--- config.mk ---
export PLATFORM = sky130hd
export DESIGN_NAME = rxr_scatter_top
export DESIGN_NICKNAME = d
export VERILOG_FILES = /design/src/rtl/rxr_pkg.sv /design/src/rtl/rxr_sizer.sv /design/src/rtl/rxr_byte_sel.sv /design/src/rtl/rxr_scatter_top.sv
export SDC_FILE = /design/constraint.sdc
export NUM_CORES = 1
export LEC_CHECK = 0
export BUFFER_PORTS_ARGS = -buffer_cell sky130_fd_sc_hd__clkbuf_2
export CAP_MARGIN = 15
export CORE_ASPECT_RATIO = 0.75
export CORE_MARGIN = 2
export CORE_UTILIZATION = 30
export DETAILED_ROUTE_END_ITERATION = 6
export SYNTH_ARGS = -nofsm -noshare
export SYNTH_HDL_FRONTEND = slang
export SYNTH_HIERARCHICAL = 1
export SYNTH_SLANG_ARGS = --single-unit
--- constraint.sdc ---
create_clock -name clk -period 8.8 [get_ports clk]
set_clock_uncertainty 0.1 [all_clocks]
set_input_delay 0 -clock clk [delete_from_list [all_inputs] [get_ports clk]]
set_output_delay 0 -clock clk [all_outputs]
set_load 0.005 [all_outputs]
--- src/rtl/rxr_pkg.sv ---
package rxr_pkg;
  typedef enum logic [3:0] {
    S_IDLE, S_WALK, S_DRD, S_BUF, S_DWR, S_ARM
  } rxr_state_t;

  localparam int DESC_BYTES = 8;
  localparam int HI_EMPTY   = 7;
  localparam int HI_WRAP    = 5;
  localparam logic [7:0] HI_LAST_M  = 8'h08;
  localparam logic [7:0] HI_EMPTY_M = 8'h80;
  localparam int LO_TRUNC   = 0;
  localparam int LO_LONG    = 5;
  localparam int CRC_BYTES  = 4;
endpackage

--- src/rtl/rxr_sizer.sv ---
module rxr_sizer #(
  parameter int LEN_W     = 12,
  parameter int MAX_FRAME = 2032,
  localparam int SIZE_W   = LEN_W + 1
) (
  input  logic [LEN_W-1:0]  len,
  input  logic [15:0]       limit,
  output logic [SIZE_W-1:0] size,
  output logic              trunc,
  output logic              over
);
  logic [SIZE_W-1:0] full;

  always_comb begin
    full  = SIZE_W'(len) + SIZE_W'(rxr_pkg::CRC_BYTES);
    trunc = full > SIZE_W'(MAX_FRAME);
    size  = trunc ? SIZE_W'(MAX_FRAME) : full;
    over  = trunc | (32'(size) > 32'(limit));
  end
endmodule

--- src/rtl/rxr_byte_sel.sv ---
module rxr_byte_sel #(
  parameter int SIZE_W = 13
) (
  input  logic [SIZE_W-1:0] pos,
  input  logic [SIZE_W-1:0] data_cnt,
  input  logic [31:0]       crc,
  input  logic [7:0]        frame_byte,
  output logic [7:0]        out_byte,
  output logic              is_data
);
  logic [1:0] cidx;

  always_comb begin
    is_data = pos < data_cnt;
    cidx    = 2'(pos - data_cnt);
    unique case (cidx)
      2'd0: out_byte = crc[31:24];
      2'd1: out_byte = crc[23:16];
      2'd2: out_byte = crc[15:8];
      default: out_byte = crc[7:0];
    endcase
    if (is_data) out_byte = frame_byte;
  end
endmodule

--- src/rtl/rxr_scatter_top.sv ---
module rxr_scatter_top #(
  parameter int ADDR_W    = 16,
  parameter int LEN_W     = 12,
  parameter int BUF_W     = 11,
  parameter int MAX_FRAME = 2032
) (
  input  logic              clk,
  input  logic              rst,
  input  logic              ctl_en,
  input  logic              rx_demand,
  input  logic              ring_load,
  input  logic [ADDR_W-1:0] ring_base,
  input  logic [BUF_W-1:0]  max_buf,
  input  logic [15:0]       frame_limit,
  input  logic              frm_start,
  input  logic [LEN_W-1:0]  frm_len,
  input  logic [31:0]       frm_crc,
  input  logic [7:0]        frm_data,
  output logic              frm_take,
  output logic              mem_en,
  output logic              mem_we,
  output logic [ADDR_W-1:0] mem_addr,
  output logic [7:0]        mem_wdata,
  input  logic [7:0]        mem_rdata,
  output logic              ev_rxb,
  output logic              ev_rxf,
  output logic              frm_done,
  output logic              frm_drop,
  output logic              rx_active
);
  import rxr_pkg::*;

  localparam int SIZE_W = LEN_W + 1;
  localparam logic [BUF_W-1:0] BUF_MASK = {{(BUF_W-4){1'b1}}, 4'b0000};

  rxr_state_t        st;
  logic [1:0]        ph;
  logic [2:0]        step;
  logic [ADDR_W-1:0] base_q, cptr, wptr, dptr, dofs;
  logic [SIZE_W-1:0] want, rem, pos, size_q, data_q, blen, bcnt, mbr_q, mbr_now;
  logic [31:0]       crc_q;
  logic [7:0]        fhi, flo, stat_q, sel_byte;
  logic              arm_frame, walk_ok, sel_data, last_buf;
  logic [SIZE_W-1:0] sz;
  logic              sz_tr, sz_lg;

  rxr_sizer #(.LEN_W(LEN_W), .MAX_FRAME(MAX_FRAME)) i_sizer (
    .len(frm_len), .limit(frame_limit), .size(sz), .trunc(sz_tr), .over(sz_lg)
  );

  rxr_byte_sel #(.SIZE_W(SIZE_W)) i_sel (
    .pos(pos), .data_cnt(data_q), .crc(crc_q), .frame_byte(frm_data),
    .out_byte(sel_byte), .is_data(sel_data)
  );

  assign mbr_now  = {{(SIZE_W-BUF_W){1'b0}}, max_buf & BUF_MASK};
  assign frm_take = (st == S_BUF) && sel_data;
  assign last_buf = (rem == '0);
  assign dofs     = ADDR_W'(step) + ((step >= 3'd2) ? ADDR_W'(2) : '0);

  always_ff @(posedge clk) begin
    if (rst) begin
      st <= S_IDLE; ph <= '0; step <= '0;
      base_q <= '0; cptr <= '0; wptr <= '0; dptr <= '0;
      want <= '0; rem <= '0; pos <= '0; size_q <= '0; data_q <= '0;
      blen <= '0; bcnt <= '0; mbr_q <= '0; crc_q <= '0;
      fhi <= '0; flo <= '0; stat_q <= '0;
      arm_frame <= 1'b0; walk_ok <= 1'b0;
      mem_en <= 1'b0; mem_we <= 1'b0; mem_addr <= '0; mem_wdata <= '0;
      ev_rxb <= 1'b0; ev_rxf <= 1'b0; frm_done <= 1'b0; frm_drop <= 1'b0;
      rx_active <= 1'b0;
    end else begin
      mem_en <= 1'b0; mem_we <= 1'b0;
      ev_rxb <= 1'b0; ev_rxf <= 1'b0; frm_done <= 1'b0; frm_drop <= 1'b0;
      unique case (st)
        S_IDLE: begin
          ph <= '0;
          if (frm_start) begin
            if (rx_active && (mbr_now != '0)) begin
              size_q <= sz;
              data_q <= sz - SIZE_W'(CRC_BYTES);
              stat_q <= 8'(sz_lg) << LO_LONG | 8'(sz_tr) << LO_TRUNC;
              crc_q  <= frm_crc;
              mbr_q  <= mbr_now;
              want   <= sz;
              wptr   <= cptr;
              st     <= S_WALK;
            end else begin
              frm_done <= 1'b1; frm_drop <= 1'b1;
            end
          end else if (ring_load) begin
            base_q <= {ring_base[ADDR_W-1:3], 3'b000};
            cptr   <= {ring_base[ADDR_W-1:3], 3'b000};
          end else if (rx_demand && ctl_en && !rx_active) begin
            arm_frame <= 1'b0;
            st <= S_ARM;
          end
        end
        S_WALK: begin
          if (ph == 2'd0) begin
            mem_en <= 1'b1; mem_addr <= wptr; ph <= 2'd1;
          end else if (ph == 2'd1) begin
            ph <= 2'd2;
          end else begin
            ph <= 2'd0;
            if (!mem_rdata[HI_EMPTY]) begin
              frm_done <= 1'b1; frm_drop <= 1'b1; st <= S_IDLE;
            end else if (want <= mbr_q) begin
              walk_ok <= 1'b1; rem <= size_q; pos <= '0; step <= '0;
              st <= S_DRD;
            end else begin
              want <= want - mbr_q;
              wptr <= mem_rdata[HI_WRAP] ? base_q : wptr + ADDR_W'(DESC_BYTES);
            end
          end
        end
        S_DRD: begin
          if (ph == 2'd0) begin
            mem_en <= 1'b1; mem_addr <= cptr + dofs; ph <= 2'd1;
          end else if (ph == 2'd1) begin
            ph <= 2'd2;
          end else begin
            ph <= 2'd0;
            if (step == 3'd0)      fhi  <= mem_rdata;
            else if (step == 3'd1) flo  <= mem_rdata;
            else                   dptr <= {dptr[ADDR_W-9:0], mem_rdata};
            if (step == 3'd5) begin
              blen <= (rem <= mbr_q) ? rem : mbr_q;
              bcnt <= '0;
              st   <= S_BUF;
            end else begin
              step <= step + 3'd1;
            end
          end
        end
        S_BUF: begin
          mem_en <= 1'b1; mem_we <= 1'b1;
          mem_addr  <= dptr + ADDR_W'(bcnt);
          mem_wdata <= sel_byte;
          pos <= pos + 1'b1;
          if (bcnt == blen - 1'b1) begin
            rem  <= rem - blen;
            step <= '0;
            st   <= S_DWR;
          end else begin
            bcnt <= bcnt + 1'b1;
          end
        end
        S_DWR: begin
          mem_en <= 1'b1; mem_we <= 1'b1;
          mem_addr <= cptr + ADDR_W'(step);
          unique case (step)
            3'd0:    mem_wdata <= (fhi & ~HI_EMPTY_M) | (last_buf ? HI_LAST_M : 8'h00);
            3'd1:    mem_wdata <= flo | (last_buf ? stat_q : 8'h00);
            3'd2:    mem_wdata <= 8'(blen[SIZE_W-1:8]);
            default: mem_wdata <= blen[7:0];
          endcase
          if (step == 3'd3) begin
            cptr <= fhi[HI_WRAP] ? base_q : cptr + ADDR_W'(DESC_BYTES);
            step <= '0; ph <= '0;
            if (last_buf) begin
              ev_rxf <= 1'b1; arm_frame <= 1'b1; st <= S_ARM;
            end else begin
              ev_rxb <= 1'b1; st <= S_DRD;
            end
          end else begin
            step <= step + 3'd1;
          end
        end
        S_ARM: begin
          if (ph == 2'd0) begin
            mem_en <= 1'b1; mem_addr <= cptr; ph <= 2'd1;
          end else if (ph == 2'd1) begin
            ph <= 2'd2;
          end else begin
            ph <= 2'd0;
            rx_active <= mem_rdata[HI_EMPTY];
            walk_ok   <= 1'b0;
            frm_done  <= arm_frame;
            st <= S_IDLE;
          end
        end
        default: st <= S_IDLE;
      endcase
      if (!ctl_en) rx_active <= 1'b0;
    end
  end

  // a buffer event and a frame event never coincide
  p_one_event_r7: assert property (@(posedge clk) disable iff (rst)
    !(ev_rxb && ev_rxf));

  // disabling the controller drops rx-active on the next cycle
  p_disable_clears_r9: assert property (@(posedge clk) disable iff (rst)
    !ctl_en |=> !rx_active);

  // when the frame event fires, every stored byte has been written
  p_all_bytes_r2: assert property (@(posedge clk) disable iff (rst)
    ev_rxf |-> (pos == size_q));

  // no memory write unless the space walk succeeded
  p_write_after_walk_r5: assert property (@(posedge clk) disable iff (rst)
    (mem_en && mem_we) |-> walk_ok);

  // a buffer never receives more than the maximum buffer size
  p_buf_bound_r6: assert property (@(posedge clk) disable iff (rst)
    (st == S_BUF) |-> (bcnt < mbr_q));

  // a dropped frame produces no frame event
  p_drop_quiet_r10: assert property (@(posedge clk) disable iff (rst)
    frm_drop |-> (frm_done && !ev_rxf && !ev_rxb));
endmodule

==> flow_metrics.py, run 1 <==
metrics = {
    "critical_path": {
        "cp_num_buf_inv": 1,
        "regToRegSetupSlack_ps": 4920,
        "critPathTopFamily": "compound AO/OA/AOI/OAI gates",
        "startpoint_type": "flip-flop",
        "critPathKind": "flip-flop to flip-flop",
        "required_ps": 9150,
        "rr_startpoint": "mbr_q[5]",
        "cp_common_cell": "o31a_1",
        "path_cells": "inv_1 -> ha_1 -> nor2b_1 -> o31a_1 -> o211a_1 -> o31a_1 -> o21a_1 -> a211oi_4 -> nor2_1 -> a311oi_1",
        "rr_worst_depth": 10,
        "crit_path_start": "mbr_q[5]",
        "critPathCaptureType": "flip-flop",
        "crit_arrival_ps": 4230,
        "crit_path_top_delay_cell": "a211oi_4",
        "reg2reg_to": "rem[3]",
        "critPathMaxStageDelay_ps": 1000,
        "critPathMaxFanout": 24,
    },
    "global_route": {
        "antenna_found_initial": 1,
        "gr-total-overflow": 0,
        "groute.usage.overall": 0.185,
        "grt_pass1_vias": 13900,
        "grt_max_degree": 81,
        "grt_pass1_wl_mm": 76.5,
    },
    "synth": {
        "yosysUniqueCellTypes": 87,
        "yosysMostFrequentCell": "nand2_1",
        "ys_ff_latch": 241,
        "synth_common_cells": "nand2_1, dfxtp_1, a21oi_1",
        "synthTopCellsByArea": "dfxtp_1, nand2_1, ha_1",
        "async_flop_share": 0,
        "synth_edf_count": 0,
        "synth_top_area_cell": "dfxtp_1",
        "syn_area_sq_mm": 0.0150,
        "yosysWarnings": 6,
        "netlist_instances": 1961,
        "synth_top_area_frac": 0.322,
        "ys.flop_type": "dfxtp_1",
        "synth_seq_area_share": 0.322,
        "syn_area_per_cell_sq_um": 7.63,
    },
    "floorplan": {
        "core_sq_mm": 0.0490,
        "io_pins": 141,
        "die_h_microns": 197,
        "die_w_microns": 262,
        "start_util": 0.306,
        "die_area_sq_mm": 0.0517,
        "num_rows": 70,
    },
    "timing": {
        "max_freq_mhz": 258,
        "slew_headroom": 0.231,
        "maxSlewViolCount": 0,
        "finalSetupViolCount": 0,
        "tightest_slew_ps": 1150,
        "hold_ws_ps": 27.5,
        "fin_crit_sh": 0.441,
        "hold_viol": 0,
        "setup_tns_ps": 0,
        "setup_slack_ps": 4920,
        "rsz0062_at_grt": "false",
        "min_period_ps": 3880,
    },
    "clock_network": {
        "cts_root_buf": "clkbuf_16",
        "cts_setup_buffers": 0,
        "cts.sinks": 241,
        "clk_pin_slew_worst_paths_ps": 60,
        "clock_latency_ps": 560,
        "h-tree-depth": 1,
        "cts_max_path_buffers": 3,
        "tritoncts": "yes",
        "numCtsBuffers": 26,
    },
    "routing": {
        "dr.pass1.iters": 6,
        "vias": 14900,
        "drt_iter0_drc": 1312,
        "routed_via_density": 5.35,
        "drc": 0,
        "drt-total-wl_mm": 48.8,
        "wire_per_inst_microns": 17.6,
        "drtAntennaViolNets": 0,
    },
    "finish": {
        "final_layout_size_suffix_gt1_frac": 0.116,
        "final_cell_area_sq_mm": 0.0180,
        "syn2layout_area_growth_pct": 20.6,
        "nets": 2305,
        "antenna_cells": 0,
    },
    "placement": {
        "port_buffers": 133,
        "post-place-ws_ps": 4950,
        "dp_hpwl_mm": 34.9,
        "dpl-instance-area_sq_mm": 0.0161,
        "gp_congestion": 0.912,
    },
    "power": {
        "total_power_mw": 3.99,
        "power.density_mw_per_mm2": 221,
        "p_leak_nw": 6.70,
        "peakVddDrop_v": 0.000165,
    },
    "run_status": {
        "status": "finished clean",
    },
    "job": {
        "drv_cap": 0,
    },
    "worst_hold_path": {
        "hp-start": "frm_len[9]",
        "holdPathStages": 5,
        "holdPathEnd": "want[9]",
        "hold_path.class": "primary input to flip-flop",
    },
}
[cells by family after synthesis]
group / count (synthesis) / synth area share
flip-flops: 241 / 0.322
AND/OR/NAND/NOR: 775 / 0.235
buffers and inverters: 215 / 0.0567
multiplexers: 47 / 0.0389
other: 2 / 0.000502
adder cells (fa/ha/maj): 85 / 0.0731
XOR/XNOR: 88 / 0.0515
AO/OA/AOI/OAI: 508 / 0.222
[worst reg2reg max path, stage by stage (launching register included)]
cell and delay, ps:
dfxtp_1 380, inv_1 100, ha_1 290, nor2b_1 140, o31a_1 280, o211a_1 260
o31a_1 380, o21a_1 390, a211oi_4 1000, nor2_1 90, a311oi_1 330
[state kept, by name, indices dropped and copies added (netlist names), 2 cells and up]
signal,count
base_q,13
bcnt,13
blen,13
cptr,13
crc_q,32
data_q,11
dptr,16
fhi,7
flo,8
mbr_q,7
mem_addr,16
mem_wdata,8
ph,2
pos,13
rem,13
size_q,13
st,3
stat_q,2
step,3
want,13
wptr,14
[repair_timing]
item	in CTS	in global routing
gates resized for setup	0	0
hold buffers	99	0
hold endpoints to repair	139	0
[worst max path at each step]
stage / cells after the start / slack (ps) / to
after floorplan: 15 / 5610 / stat_q[5]
after global placement: 15 / 4990 / stat_q[5]
after detailed placement: 14 / 4950 / stat_q[5]
after CTS: 10 / 4940 / rem[3]
after global routing: 10 / 4600 / rem[3]
final: 10 / 4920 / rem[3]
[power by group]
part / switching (mW) / internal, mW
Combinational: 0.916 / 0.512
Sequential: 0.122 / 1.18
Clock: 0.497 / 0.755
Total: 1.54 / 2.45
[final cells by class]
| class | count | area, sq um |
|---|---|---|
| fillers | 5026 | 30900 |
| multi-input cells | 1509 | 9320 |
| flip-flops and latches | 241 | 4820 |
| repair buffers | 252 | 1820 |
| well taps | 648 | 811 |
| clock buffers | 32 | 713 |
| inverters | 81 | 304 |
| clock inverters | 16 | 254 |
[metal layers]
layer	vias up	share of wire	global-route usage
met2	490	0.43	0.278
li1	7238	-	-
met3	67	0.069	0.0298
met1	7076	0.49	0.274
met5	-	0.00023	0
met4	2	0.018	0.0431
[layout by cell type (no fill, tap or decap), types with 6 or more instances in the layout]
master	count
nand2_1	338
dfxtp_1	241
a21oi_1	201
nor2_1	190
clkbuf_2	132
dlygate4sd3_1	99
inv_1	81
ha_1	81
o21ai_0	68
xnor2_1	61
a211oi_1	52
nand3_1	48
nor3_1	47
mux2i_1	30
a311oi_1	28
xor2_1	27
clkbuf_16	26
or3_1	23
nor2b_1	19
buf_4	19
nand4_1	17
o211ai_1	16
nor4_1	16
and3_1	15
a21o_1	15
o22ai_1	14
nand2b_1	12
a31oi_1	12
o21a_1	9
mux2_2	9
o31ai_1	8
mux4_2	8
o41ai_1	7
and2_1	7
or4_1	6
a22oi_1	6
a311oi_2	6
conb_1	6
bufinv_16	6
[stage by stage]
step | util | cells
2_1_floorplan | - | 1965
3_3_place_gp | 0.328 | 2631
3_5_place_dp | 0.328 | 2631
4_1_cts | 0.368 | 2778
5_1_grt | 0.368 | 2779
6_report | 0.368 | 2779
Note: power is estimated with default switching activity, not from simulation.
==> run 2: changes to the inputs <==
clock period = 3.9 ns   (was 8.8 ns; I/O delays follow)
==> run 2 against run 1 <==
Sequential power grew 130%. Count of clock-buffer cells in the layout grew 5. Clock power grew 120%. Critical path depth grew 6. Sequential cell count is the same. Via count grew 0.17%.
==> flow_metrics.py, run 2 (synthesis results as in run 1) <==
metrics = {
    "global_route": {
        "groute.usage.overall": 0.187,
        "met3_usage": 0.0290,
        "grt_pass1_vias": 14200,
        "grt_use_met2": 0.286,
        "met1_usage": 0.274,
        "grt_pass1_wl_mm": 77.7,
        "grt_max_degree": 173,
        "antenna_found_initial": 0,
        "grt-busiest-layer": "met2",
        "gr-total-overflow": 0,
    },
    "finish": {
        "largest_register_ffs": 32,
        "top_register": "crc_q",
        "nets": 2329,
        "layout_commonest_cell": "nand2_1",
        "seq_area_sq_mm": 0.00482,
        "syn2layout_area_growth_pct": 21.7,
        "antenna_cells": 0,
        "layout.cells.non_filler": 2802,
        "multiInputGateArea_sq_mm": 0.00932,
        "final_layout_size_suffix_gt1_frac": 0.123,
        "mostFrequentLayoutCells": "nand2_1, dfxtp_1, a21oi_1",
        "largestRegisters": "crc_q (32), dptr (16), mem_addr (16)",
        "fin_util": 0.372,
        "fill_cells": 4986,
    },
    "clock_network": {
        "clk_pin_slew_worst_paths_ps": 60,
        "cts_setup_buffers": 0,
        "clock_latency_ps": 560,
        "cts.sinks": 241,
        "tritoncts": "yes",
        "h-tree-depth": 1,
        "cts_max_path_buffers": 3,
        "cts_root_buf": "clkbuf_16",
        "numCtsBuffers": 26,
    },
    "run_status": {
        "status": "finished clean",
    },
    "routing": {
        "wire_per_inst_microns": 17.6,
        "drc": 0,
        "routed_via_density": 5.32,
        "drt-total-wl_mm": 49.2,
        "drt_iter0_drc": 1447,
        "dr.pass1.iters": 5,
        "vias": 14900,
        "drtAntennaViolNets": 0,
    },
    "power": {
        "peakVddDrop_v": 0.000384,
        "power.density_mw_per_mm2": 492,
        "p_leak_nw": 6.80,
    },
    "critical_path": {
        "required_ps": 4190,
        "crit_path_start": "frm_len[2]",
        "rr_startpoint": "mbr_q[5]",
        "critPathKind": "primary input to flip-flop",
        "regToRegSetupSlack_ps": 490,
        "startpoint_type": "primary input",
        "critPathMaxFanout": 9,
        "critPathCaptureType": "flip-flop",
        "reg2reg_to": "rem[3]",
        "crit_arrival_ps": 3940,
        "rr_worst_depth": 11,
    },
    "timing": {
        "tightest_slew_ps": 1010,
        "rsz0062_at_grt": "false",
        "setup_slack_ps": 254,
        "setup_tns_ps": 0,
        "max_freq_mhz": 274,
        "hold_viol": 0,
        "maxSlewViolCount": 0,
        "finalSetupViolCount": 0,
        "min_period_ps": 3650,
        "fin_crit_sh": 0.935,
        "slew_headroom": 0.327,
    },
    "floorplan": {
        "num_rows": 70,
        "io_pins": 141,
        "die_h_microns": 197,
        "start_util": 0.306,
        "core_sq_mm": 0.0490,
        "die_area_sq_mm": 0.0517,
        "die_w_microns": 262,
    },
    "worst_hold_path": {
        "holdPathStages": 6,
        "hp-start": "frm_len[10]",
        "holdPathEnd": "size_q[10]",
        "hold_path.class": "primary input to flip-flop",
    },
    "placement": {
        "port_buffers": 133,
        "post-place-ws_ps": 227,
        "gp_congestion": 0.898,
        "dp.cells": 2650,
        "dp_hpwl_mm": 35.4,
    },
    "job": {
        "drv_cap": 0,
    },
}
==> run 2: worst max-delay path by stage <==
stage / slack, ps / cells after the start / endpoint
after global placement: 330 / 15 / stat_q[5]
after CTS: 240 / 16 / stat_q[5]
after detailed placement: 230 / 15 / stat_q[5]
final: 250 / 16 / stat_q[5]
after floorplan: 710 / 15 / stat_q[5]
after global routing: 70 / 16 / stat_q[5]
==> run 2: layout make-up <==
cell class,count,share of cell area
clock buffers,37,0.0419
inverters,81,0.0167
repair buffers,276,0.111
flip-flops and latches,241,0.265
multi-input cells,1509,0.512
clock inverters,10,0.00887
well taps,648,0.0445
==> run 2: per-layer routing <==
metal,up-vias,wire [microns]
li1,7283,-
met1,7012,23700
met2,531,20900
met3,73,3560
met4,0,1130
met5,-,0
==> run 2: critical path, cell delays in order <==
cell,delay (ps)
dlygate4sd3_1,530
clkbuf_2,190
ha_2,290
a21bo_1,230
o21ai_1,140
a31oi_1,110
o41a_1,540
and2_4,240
ha_1,280
nor2b_1,140
o211ai_1,180
a21oi_1,100
or4b_2,600
a21bo_2,230
nand2_1,50
a21oi_1,70
==> run 2: per-stage QoR <==
| step | instance area [sq um] | total power [mW] | hold slack [ps] |
|---|---|---|---|
| 3_5_place_dp | 16200 | 6.08 | 129 |
| 5_1_grt | 18200 | 9.43 | 63.9 |
| 3_3_place_gp | 16200 | 6.03 | 124 |
| 6_report | 18200 | 8.95 | 7.63 |
| 2_1_floorplan | 15000 | 5.03 | 36.0 |
| 4_1_cts | 18200 | 8.93 | 0.874 |
==> run 2: what timing repair did <==
item	CTS	global route
resized for setup	0	1
endpoints found under the hold margin	123	0
setup endpoints to repair	0	1
hold buffers	104	0
==> run 2: power by group <==
group | leakage, nW | internal [mW] | switching, mW | total [mW]
logic | 4.40 | 1.20 | 2.07 | 3.27
clock network | 0.443 | 1.63 | 1.10 | 2.72
registers | 1.95 | 2.67 | 0.287 | 2.96
